## config.mk

```make
export PLATFORM = sky130hd
export DESIGN_NAME = jtag_tap_ctrl
export DESIGN_NICKNAME = d
export VERILOG_FILES = /design/src/rtl/jtag_tap_pkg.sv /design/src/rtl/jtag_tap_fsm.sv /design/src/rtl/jtag_tap_ir.sv /design/src/rtl/jtag_tap_dr.sv /design/src/rtl/jtag_tap_ctrl.sv
export SDC_FILE = /design/constraint.sdc
export NUM_CORES = 1
export LEC_CHECK = 0
export BUFFER_PORTS_ARGS = -buffer_cell sky130_fd_sc_hd__buf_2
export CAP_MARGIN = 20
export CORE_MARGIN = 3
export CORE_UTILIZATION = 43
export CTS_CLUSTER_SIZE = 8
export DETAILED_ROUTE_END_ITERATION = 10
export GPL_ROUTABILITY_DRIVEN = 0
export PLACE_DENSITY = 0.67
export SYNTH_ARGS = -nofsm -noshare
export SYNTH_HDL_FRONTEND = slang
export SYNTH_HIERARCHICAL = 1
export SYNTH_SLANG_ARGS = --single-unit
```

## constraint.sdc

```tcl
create_clock -name tck -period 2.5 [get_ports tck]
set_input_delay 0.25 -clock tck [delete_from_list [all_inputs] [get_ports tck]]
set_output_delay 0.25 -clock tck [all_outputs]
set_load 0.01 [all_outputs]
```

## src/rtl/jtag_tap_pkg.sv

```systemverilog
package jtag_tap_pkg;

    parameter int unsigned IR_LEN = 10;

    typedef enum logic [3:0] {
        ST_RESET, ST_IDLE,
        ST_SEL_DR, ST_CAP_DR, ST_SH_DR, ST_EX1_DR, ST_PAU_DR, ST_EX2_DR, ST_UPD_DR,
        ST_SEL_IR, ST_CAP_IR, ST_SH_IR, ST_EX1_IR, ST_PAU_IR, ST_EX2_IR, ST_UPD_IR
    } tap_state_e;

    typedef enum logic [1:0] {
        DR_BYPASS, DR_IDENT, DR_USER, DR_CHAIN
    } dr_sel_e;

    localparam logic [IR_LEN-1:0] OP_EXTEST   = 10'h000;
    localparam logic [IR_LEN-1:0] OP_SAMPLE   = 10'h005;
    localparam logic [IR_LEN-1:0] OP_IDCODE   = 10'h006;
    localparam logic [IR_LEN-1:0] OP_USERCODE = 10'h007;
    localparam logic [IR_LEN-1:0] OP_HIGHZ    = 10'h00B;
    localparam logic [IR_LEN-1:0] OP_BYPASS   = {IR_LEN{1'b1}};
    localparam logic [IR_LEN-1:0] IR_CAPTURE  = {{(IR_LEN-2){1'b0}}, 2'b01};

endpackage

```

## src/rtl/jtag_tap_fsm.sv

```systemverilog
module jtag_tap_fsm
    import jtag_tap_pkg::*;
(
    input  logic       tck,
    input  logic       trst_n,
    input  logic       tms,
    output tap_state_e state_q,
    output tap_state_e state_nx
);

    always_comb begin
        state_nx = state_q;
        unique case (state_q)
            ST_RESET:  state_nx = tms ? ST_RESET  : ST_IDLE;
            ST_IDLE:   state_nx = tms ? ST_SEL_DR : ST_IDLE;
            ST_SEL_DR: state_nx = tms ? ST_SEL_IR : ST_CAP_DR;
            ST_CAP_DR: state_nx = tms ? ST_EX1_DR : ST_SH_DR;
            ST_SH_DR:  state_nx = tms ? ST_EX1_DR : ST_SH_DR;
            ST_EX1_DR: state_nx = tms ? ST_UPD_DR : ST_PAU_DR;
            ST_PAU_DR: state_nx = tms ? ST_EX2_DR : ST_PAU_DR;
            ST_EX2_DR: state_nx = tms ? ST_UPD_DR : ST_SH_DR;
            ST_UPD_DR: state_nx = tms ? ST_SEL_DR : ST_IDLE;
            ST_SEL_IR: state_nx = tms ? ST_RESET  : ST_CAP_IR;
            ST_CAP_IR: state_nx = tms ? ST_EX1_IR : ST_SH_IR;
            ST_SH_IR:  state_nx = tms ? ST_EX1_IR : ST_SH_IR;
            ST_EX1_IR: state_nx = tms ? ST_UPD_IR : ST_PAU_IR;
            ST_PAU_IR: state_nx = tms ? ST_EX2_IR : ST_PAU_IR;
            ST_EX2_IR: state_nx = tms ? ST_UPD_IR : ST_SH_IR;
            ST_UPD_IR: state_nx = tms ? ST_SEL_DR : ST_IDLE;
        endcase
    end

    always_ff @(posedge tck or negedge trst_n) begin
        if (!trst_n) state_q <= ST_RESET;
        else         state_q <= state_nx;
    end

endmodule

```

## src/rtl/jtag_tap_ir.sv

```systemverilog
module jtag_tap_ir
    import jtag_tap_pkg::*;
(
    input  logic              tck,
    input  logic              trst_n,
    input  logic              tdi,
    input  tap_state_e        state_q,
    input  tap_state_e        state_nx,
    output logic [IR_LEN-1:0] ir_sr,
    output logic [IR_LEN-1:0] ir_q,
    output dr_sel_e           dr_sel,
    output logic              ext_mode,
    output logic              hiz_mode
);

    // Shift stage: capture fixed pattern, shift toward bit 0.
    always_ff @(posedge tck or negedge trst_n) begin
        if (!trst_n) begin
            ir_sr <= IR_CAPTURE;
        end else if (state_q == ST_CAP_IR) begin
            ir_sr <= IR_CAPTURE;
        end else if (state_q == ST_SH_IR) begin
            ir_sr <= {tdi, ir_sr[IR_LEN-1:1]};
        end
    end

    // Current instruction: identification on reset entry, commit on update.
    always_ff @(posedge tck or negedge trst_n) begin
        if (!trst_n) begin
            ir_q <= OP_IDCODE;
        end else if (state_nx == ST_RESET) begin
            ir_q <= OP_IDCODE;
        end else if (state_q == ST_UPD_IR) begin
            ir_q <= ir_sr;
        end
    end

    always_comb begin
        case (ir_q)
            OP_IDCODE:          dr_sel = DR_IDENT;
            OP_USERCODE:        dr_sel = DR_USER;
            OP_EXTEST,
            OP_SAMPLE:          dr_sel = DR_CHAIN;
            default:            dr_sel = DR_BYPASS;
        endcase
    end

    assign ext_mode = (ir_q == OP_EXTEST);
    assign hiz_mode = (ir_q == OP_HIGHZ);

endmodule

```

## src/rtl/jtag_tap_dr.sv

```systemverilog
module jtag_tap_dr
    import jtag_tap_pkg::*;
#(
    parameter int unsigned          WORD_W   = 32,
    parameter logic [WORD_W-1:0]    ID_VALUE = 32'h149A_603D
) (
    input  logic              tck,
    input  logic              trst_n,
    input  logic              tdi,
    input  tap_state_e        state_q,
    input  dr_sel_e           dr_sel,
    input  logic [WORD_W-1:0] usercode_i,
    input  logic              chain_so,
    output logic              dr_tdo
);

    logic              byp_q;
    logic [WORD_W-1:0] word_sr;
    logic              word_sel;

    assign word_sel = (dr_sel == DR_IDENT) || (dr_sel == DR_USER);

    always_ff @(posedge tck or negedge trst_n) begin
        if (!trst_n) begin
            byp_q <= 1'b0;
        end else if (dr_sel == DR_BYPASS) begin
            if (state_q == ST_CAP_DR)     byp_q <= 1'b0;
            else if (state_q == ST_SH_DR) byp_q <= tdi;
        end
    end

    // One shared word register serves both identification and user code.
    always_ff @(posedge tck or negedge trst_n) begin
        if (!trst_n) begin
            word_sr <= '0;
        end else if (word_sel) begin
            if (state_q == ST_CAP_DR)
                word_sr <= (dr_sel == DR_IDENT) ? ID_VALUE : usercode_i;
            else if (state_q == ST_SH_DR)
                word_sr <= {tdi, word_sr[WORD_W-1:1]};
        end
    end

    always_comb begin
        unique case (dr_sel)
            DR_BYPASS: dr_tdo = byp_q;
            DR_IDENT,
            DR_USER:   dr_tdo = word_sr[0];
            DR_CHAIN:  dr_tdo = chain_so;
        endcase
    end

endmodule

```

## src/rtl/jtag_tap_ctrl.sv

```systemverilog
module jtag_tap_ctrl
    import jtag_tap_pkg::*;
#(
    parameter int unsigned       WORD_W   = 32,
    parameter logic [WORD_W-1:0] ID_VALUE = 32'h149A_603D
) (
    input  logic              tck,
    input  logic              trst_n,
    input  logic              tms,
    input  logic              tdi,
    input  logic [WORD_W-1:0] usercode_i,
    input  logic              chain_so,
    output logic              tdo,
    output logic              tdo_oe,
    output logic              bscan_mode,
    output logic              io_hiz,
    output logic              chain_capture,
    output logic              chain_shift,
    output logic              chain_update,
    output logic              chain_si
);

    tap_state_e        state_q;
    tap_state_e        state_nx;
    logic [IR_LEN-1:0] ir_sr;
    logic [IR_LEN-1:0] ir_q;
    dr_sel_e           dr_sel;
    logic              ext_mode;
    logic              hiz_mode;
    logic              dr_tdo;
    logic              chain_on;

    jtag_tap_fsm u_fsm (
        .tck      (tck),
        .trst_n   (trst_n),
        .tms      (tms),
        .state_q  (state_q),
        .state_nx (state_nx)
    );

    jtag_tap_ir u_ir (
        .tck      (tck),
        .trst_n   (trst_n),
        .tdi      (tdi),
        .state_q  (state_q),
        .state_nx (state_nx),
        .ir_sr    (ir_sr),
        .ir_q     (ir_q),
        .dr_sel   (dr_sel),
        .ext_mode (ext_mode),
        .hiz_mode (hiz_mode)
    );

    jtag_tap_dr #(
        .WORD_W   (WORD_W),
        .ID_VALUE (ID_VALUE)
    ) u_dr (
        .tck        (tck),
        .trst_n     (trst_n),
        .tdi        (tdi),
        .state_q    (state_q),
        .dr_sel     (dr_sel),
        .usercode_i (usercode_i),
        .chain_so   (chain_so),
        .dr_tdo     (dr_tdo)
    );

    assign chain_on      = (dr_sel == DR_CHAIN);
    assign chain_capture = chain_on && (state_q == ST_CAP_DR);
    assign chain_shift   = chain_on && (state_q == ST_SH_DR);
    assign chain_update  = chain_on && (state_q == ST_UPD_DR);
    assign chain_si      = tdi;
    assign bscan_mode    = ext_mode;
    assign io_hiz        = hiz_mode;

    // Output stage retimed to the falling edge.
    always_ff @(negedge tck or negedge trst_n) begin
        if (!trst_n) begin
            tdo    <= 1'b0;
            tdo_oe <= 1'b0;
        end else begin
            tdo    <= (state_q == ST_SH_IR) ? ir_sr[0] : dr_tdo;
            tdo_oe <= (state_q == ST_SH_IR) || (state_q == ST_SH_DR);
        end
    end

endmodule

```

* After elaboration in Yosys (flattened, before gate mapping) *
Index checks and enable logic that the tools add are counted.

storage, ports and cells
  register bits after elaboration = 59
  logic and storage cells = 73

operators by class
  multiplexer cells = 25
  reductions and logical operators = 19
  equal/unequal tests = 22

operator list
  kind                                                              count
  32-bit two-way mux                                                3
  4-bit one-hot mux with 12 select lines                            1
  10-bit two-way mux                                                4
  4-bit == test, second input constant                              8
  10-bit by 3-bit == test with 1-bit output, second input constant  3
  4-bit by 3-bit == test with 1-bit output, second input constant   4
  4-bit two-way mux                                                 4
  10-bit by 4-bit == test with 1-bit output, second input constant  1
  10-bit zero test                                                  1
  4-bit by 2-bit == test with 1-bit output, second input constant   2
  4-bit zero test                                                   2
  2-bit OR reduction                                                4
  1-bit two-way mux                                                 6
  2-bit two-way mux                                                 3
  3-bit two-way mux                                                 2
  2-bit one-hot mux with 3 select lines                             1
  2-bit nonzero test                                                3
  2-bit == test, second input constant                              2
  4-bit by 1-bit == test with 1-bit output, second input constant   1
  2-bit AND reduction                                               2
  1-bit logical AND                                                 3
  1-bit one-hot mux with 3 select lines                             1
  3-bit OR reduction                                                1
  2-bit by 1-bit == test with 1-bit output, second input constant   1
  2 further kinds                                                   3

* Longest topological paths before layout *
  depth after elaboration = 7
  mapped depth = 10
  depth with buffers taken out = 8

* By module *
Netlist, hierarchy kept.

modules (own cells, without submodules)
  module         cells each  area an instance (µm²)  times used
  jtag_tap_dr    166         2,010.7                 1
  jtag_tap_ir    100         897.1                   1
  jtag_tap_fsm   37          314.1                   1
  jtag_tap_ctrl  13          122.6                   1

==> results.cfg <==
[outcome]
status = finished with violations
violations = negative setup slack

[pwr]
peakVddDrop_mv = 0.735
p_leak_nw = 1.98
p_per_area_nw_per_um2 = 1650

[min_path]
min_path_type = primary input to flip-flop
hp-start = tdi

[layout]
area_growth_pct = 31.6
utilization = 0.594
n_fill_cell = 616
fin_area_um2 = 4400
diodes = 0
drive_gt1_frac = 0.407
fin_nets = 440

[global_route]
grt_pass1_vias = 2525
grt_pass1_wl_um = 12200
grt_use_total = 0.178
antenna_found_initial = 0
grt_max_degree = 34
grt_overflow = 0

[sta]
maxSlewViolCount = 0
fin_tns_setup_ps = -26150
finalSetupViolations = 36
fin_ws_ps = -1300
hold_viol = 0
relSlewSlack = 0.513
tightest_slew_ps = 720
rsz0062_at_grt = yes
finalClockSkew_ps = 16.6
whs_ps = 219

[place]
placed_cell_area_um2 = 3800
port_buffers = 44
dp_hpwl_um = 4620

[route]
routedWlPerCell_um = 14.8
drt_pass1_iterations = 4
drt_iter0_drc = 122
drc = 0
antenna_left = 0
wl_um = 7440
vias = 2530
viasPerCell = 5.02

[die]
coreArea_um2 = 7410
ios = 45
die_y_um = 94.2
die_area_um2 = 8870
num_rows = 31
die_w_um = 94.2
start_util = 0.451

[setup_path]
worst_path_max_delay_cell = or4_4
arrival_ps = 2720
cp_num_buf_inv = 1
cp.required_ps = 1420
crit_chain = or4_4 -> or4_4 -> nor2_4 -> inv_2 -> ha_4 -> a22oi_2 -> o21ai_1 -> mux2_4
crit_fanout = 3
crit_path_frequent_cell = or4_4
crit_family = simple AND/OR/NAND/NOR gates
cp-end-kind = flip-flop
crit_path_start = u_ir/ir_q[7]$_DFFE_PN0P_
max_stage_delay_ps = 570
regToRegStartpoint = u_ir/ir_q[7]$_DFFE_PN0P_
path_class = flip-flop to flip-flop
cp-start-kind = flip-flop

[logic_synthesis]
syn_nets = 356
syn-instance-count = 316
yosysWarnings = 6
ys_types = 50
netlist_area_um2 = 3340
synth-edff-count = 0
synth_flop_cell = dfrtp_1
avgSynthCellArea_um2 = 10.6
yosysSeqAreaShare = 0.443
async_reset_ff_frac = 1.00
synth_seq_cells = 59

[cts]
path_clk_slew_ps = 60
clk_latency_ps = 340
cts.path.max_buffers = 2
numCtsBuffers = 9
cts_sinks = 59
cts-root-buf = clkbuf_8
htree_levels = 3
cts_tree = yes

[job]
maxCapViolations = 0
cell usage after synthesis, types with 5 or more instances:
cell type  instances  area share
a21oi_1           14       0.021
nor2_1            14       0.016
buf_4              6       0.013
mux2_4            19       0.085
clkbuf_1           5      0.0056
nand2_1           45       0.051
inv_1             16       0.018
mux2_1            10       0.034
o21ai_0           14       0.021
dfrtp_1           54        0.40
nor2b_1           20       0.037
mux2i_1           34        0.10
registers in the layout (all words and copies together) (netlist names):
| register | count |
|---|---|
| tdo | 1 |
| tdo_oe | 1 |
| u_dr/byp_q | 1 |
| u_dr/word_sr | 32 |
| u_fsm/state_q | 4 |
| u_ir/ir_q | 10 |
| u_ir/ir_sr | 10 |
metal layers:
| metal | up-vias | part of all wire | track usage |
|---|---|---|---|
| li1 | 1246 | - | - |
| met1 | 1234 | 0.45 | 0.226 |
| met2 | 44 | 0.50 | 0.300 |
| met3 | 6 | 0.035 | 0.0521 |
| met4 | 0 | 0.0074 | 0.0409 |
| met5 | - | 0 | 0 |
worst register-to-register path, stage by stage, from the launching register on:
cell     delay, ps
dfrtp_1        370
or4_4          540
or4_4          580
nor2_4         140
inv_2           60
ha_4           220
a22oi_2        150
o21ai_1         90
mux2_4         250
power by group:
part           internal (W)  switching (W)
registers           0.00137       0.000239
clock network      0.000382       0.000358
logic               0.00285        0.00208
final cells by class:
class | instances | area, um2 | share of cell area
Multi-Input combinational cell | 222 | 1820 | 0.413
Sequential cell | 59 | 1480 | 0.336
Timing Repair Buffer | 92 | 754 | 0.171
Clock buffer | 13 | 149 | 0.0338
Tap cell | 99 | 124 | 0.0281
Inverter | 16 | 60.1 | 0.0136
Clock inverter | 3 | 15.0 | 0.00341
path summary, 6_finish.rpt:
path / cells past startpoint / endpoint / slack [ps]
setup / recovery: 8 / tdo$_DFF_NN0_ / -1300
hold / removal: 3 / u_ir/ir_sr[9]$_DFFE_PN0P_ / 220
setup reg to reg: 8 / tdo$_DFF_NN0_ / -1300
hold reg to reg: 2 / u_ir/ir_sr[0]$_DFFE_PN1P_ / 500
max in group asynchronous: 2 / tdo$_DFF_NN0_ / 920
min in group asynchronous: 3 / u_ir/ir_q[9]$_DFFE_PN0P_ / 530
kinds of logic after synthesis:
| logic type | count (synthesis) | share of synthesized area |
|---|---|---|
| mux | 66 | 0.231 |
| compound gates | 38 | 0.0651 |
| buf+inv | 35 | 0.0640 |
| flops | 59 | 0.443 |
| xor+xnor | 1 | 0.00262 |
| simple gates | 114 | 0.184 |
| fa+ha+maj | 3 | 0.0112 |
layout by cell type (no fill, tap or decap), types with 2 or more instances in the layout:
cell / Yosys / final
a21oi_1: 14 / 14
and2b_2: 2 / 2
buf_12: 2 / 8
buf_2: 2 / 44
buf_4: 6 / 20
buf_6: 2 / 19
clkbuf_1: 5 / 3
clkbuf_8: 1 / 10
clkinv_2: 0 / 3
dfrtn_1: 2 / 2
dfrtp_1: 54 / 54
dfstp_2: 3 / 3
ha_4: 0 / 2
inv_1: 16 / 14
inv_2: 0 / 2
mux2_1: 10 / 8
mux2_2: 3 / 2
mux2_4: 19 / 22
mux2i_1: 34 / 34
nand2_1: 45 / 44
nand2b_4: 0 / 2
nand3b_1: 4 / 4
nand4b_1: 2 / 2
nor2_1: 14 / 5
nor2_2: 0 / 2
nor2_4: 0 / 7
nor2b_1: 20 / 19
nor3_1: 4 / 3
o21a_1: 3 / 2
o21ai_0: 14 / 13
or2_4: 0 / 3
or4_4: 2 / 2
per-stage QoR:
stage	setup WS, ps	power, W	instances
2_1_floorplan	-1200	0.00407	316
5_1_grt	-1360	0.00776	504
4_1_cts	-1280	0.00714	503
3_5_place_dp	-1250	0.00491	464
6_report	-1300	0.00728	504
3_3_place_gp	-1220	0.00481	464
what timing repair did:
| action | in CTS | in global routing |
|---|---|---|
| gates resized for setup | 48 | 6 |
| setup buffers | 22 | 4 |
| hold buffers | 1 | 0 |
| cloned | 2 | 0 |
| endpoints found under the setup margin | 36 | 37 |
| pin swaps | 11 | 7 |
| endpoints found under the hold margin | 21 | 0 |
(Power assumes the default switching activity.)
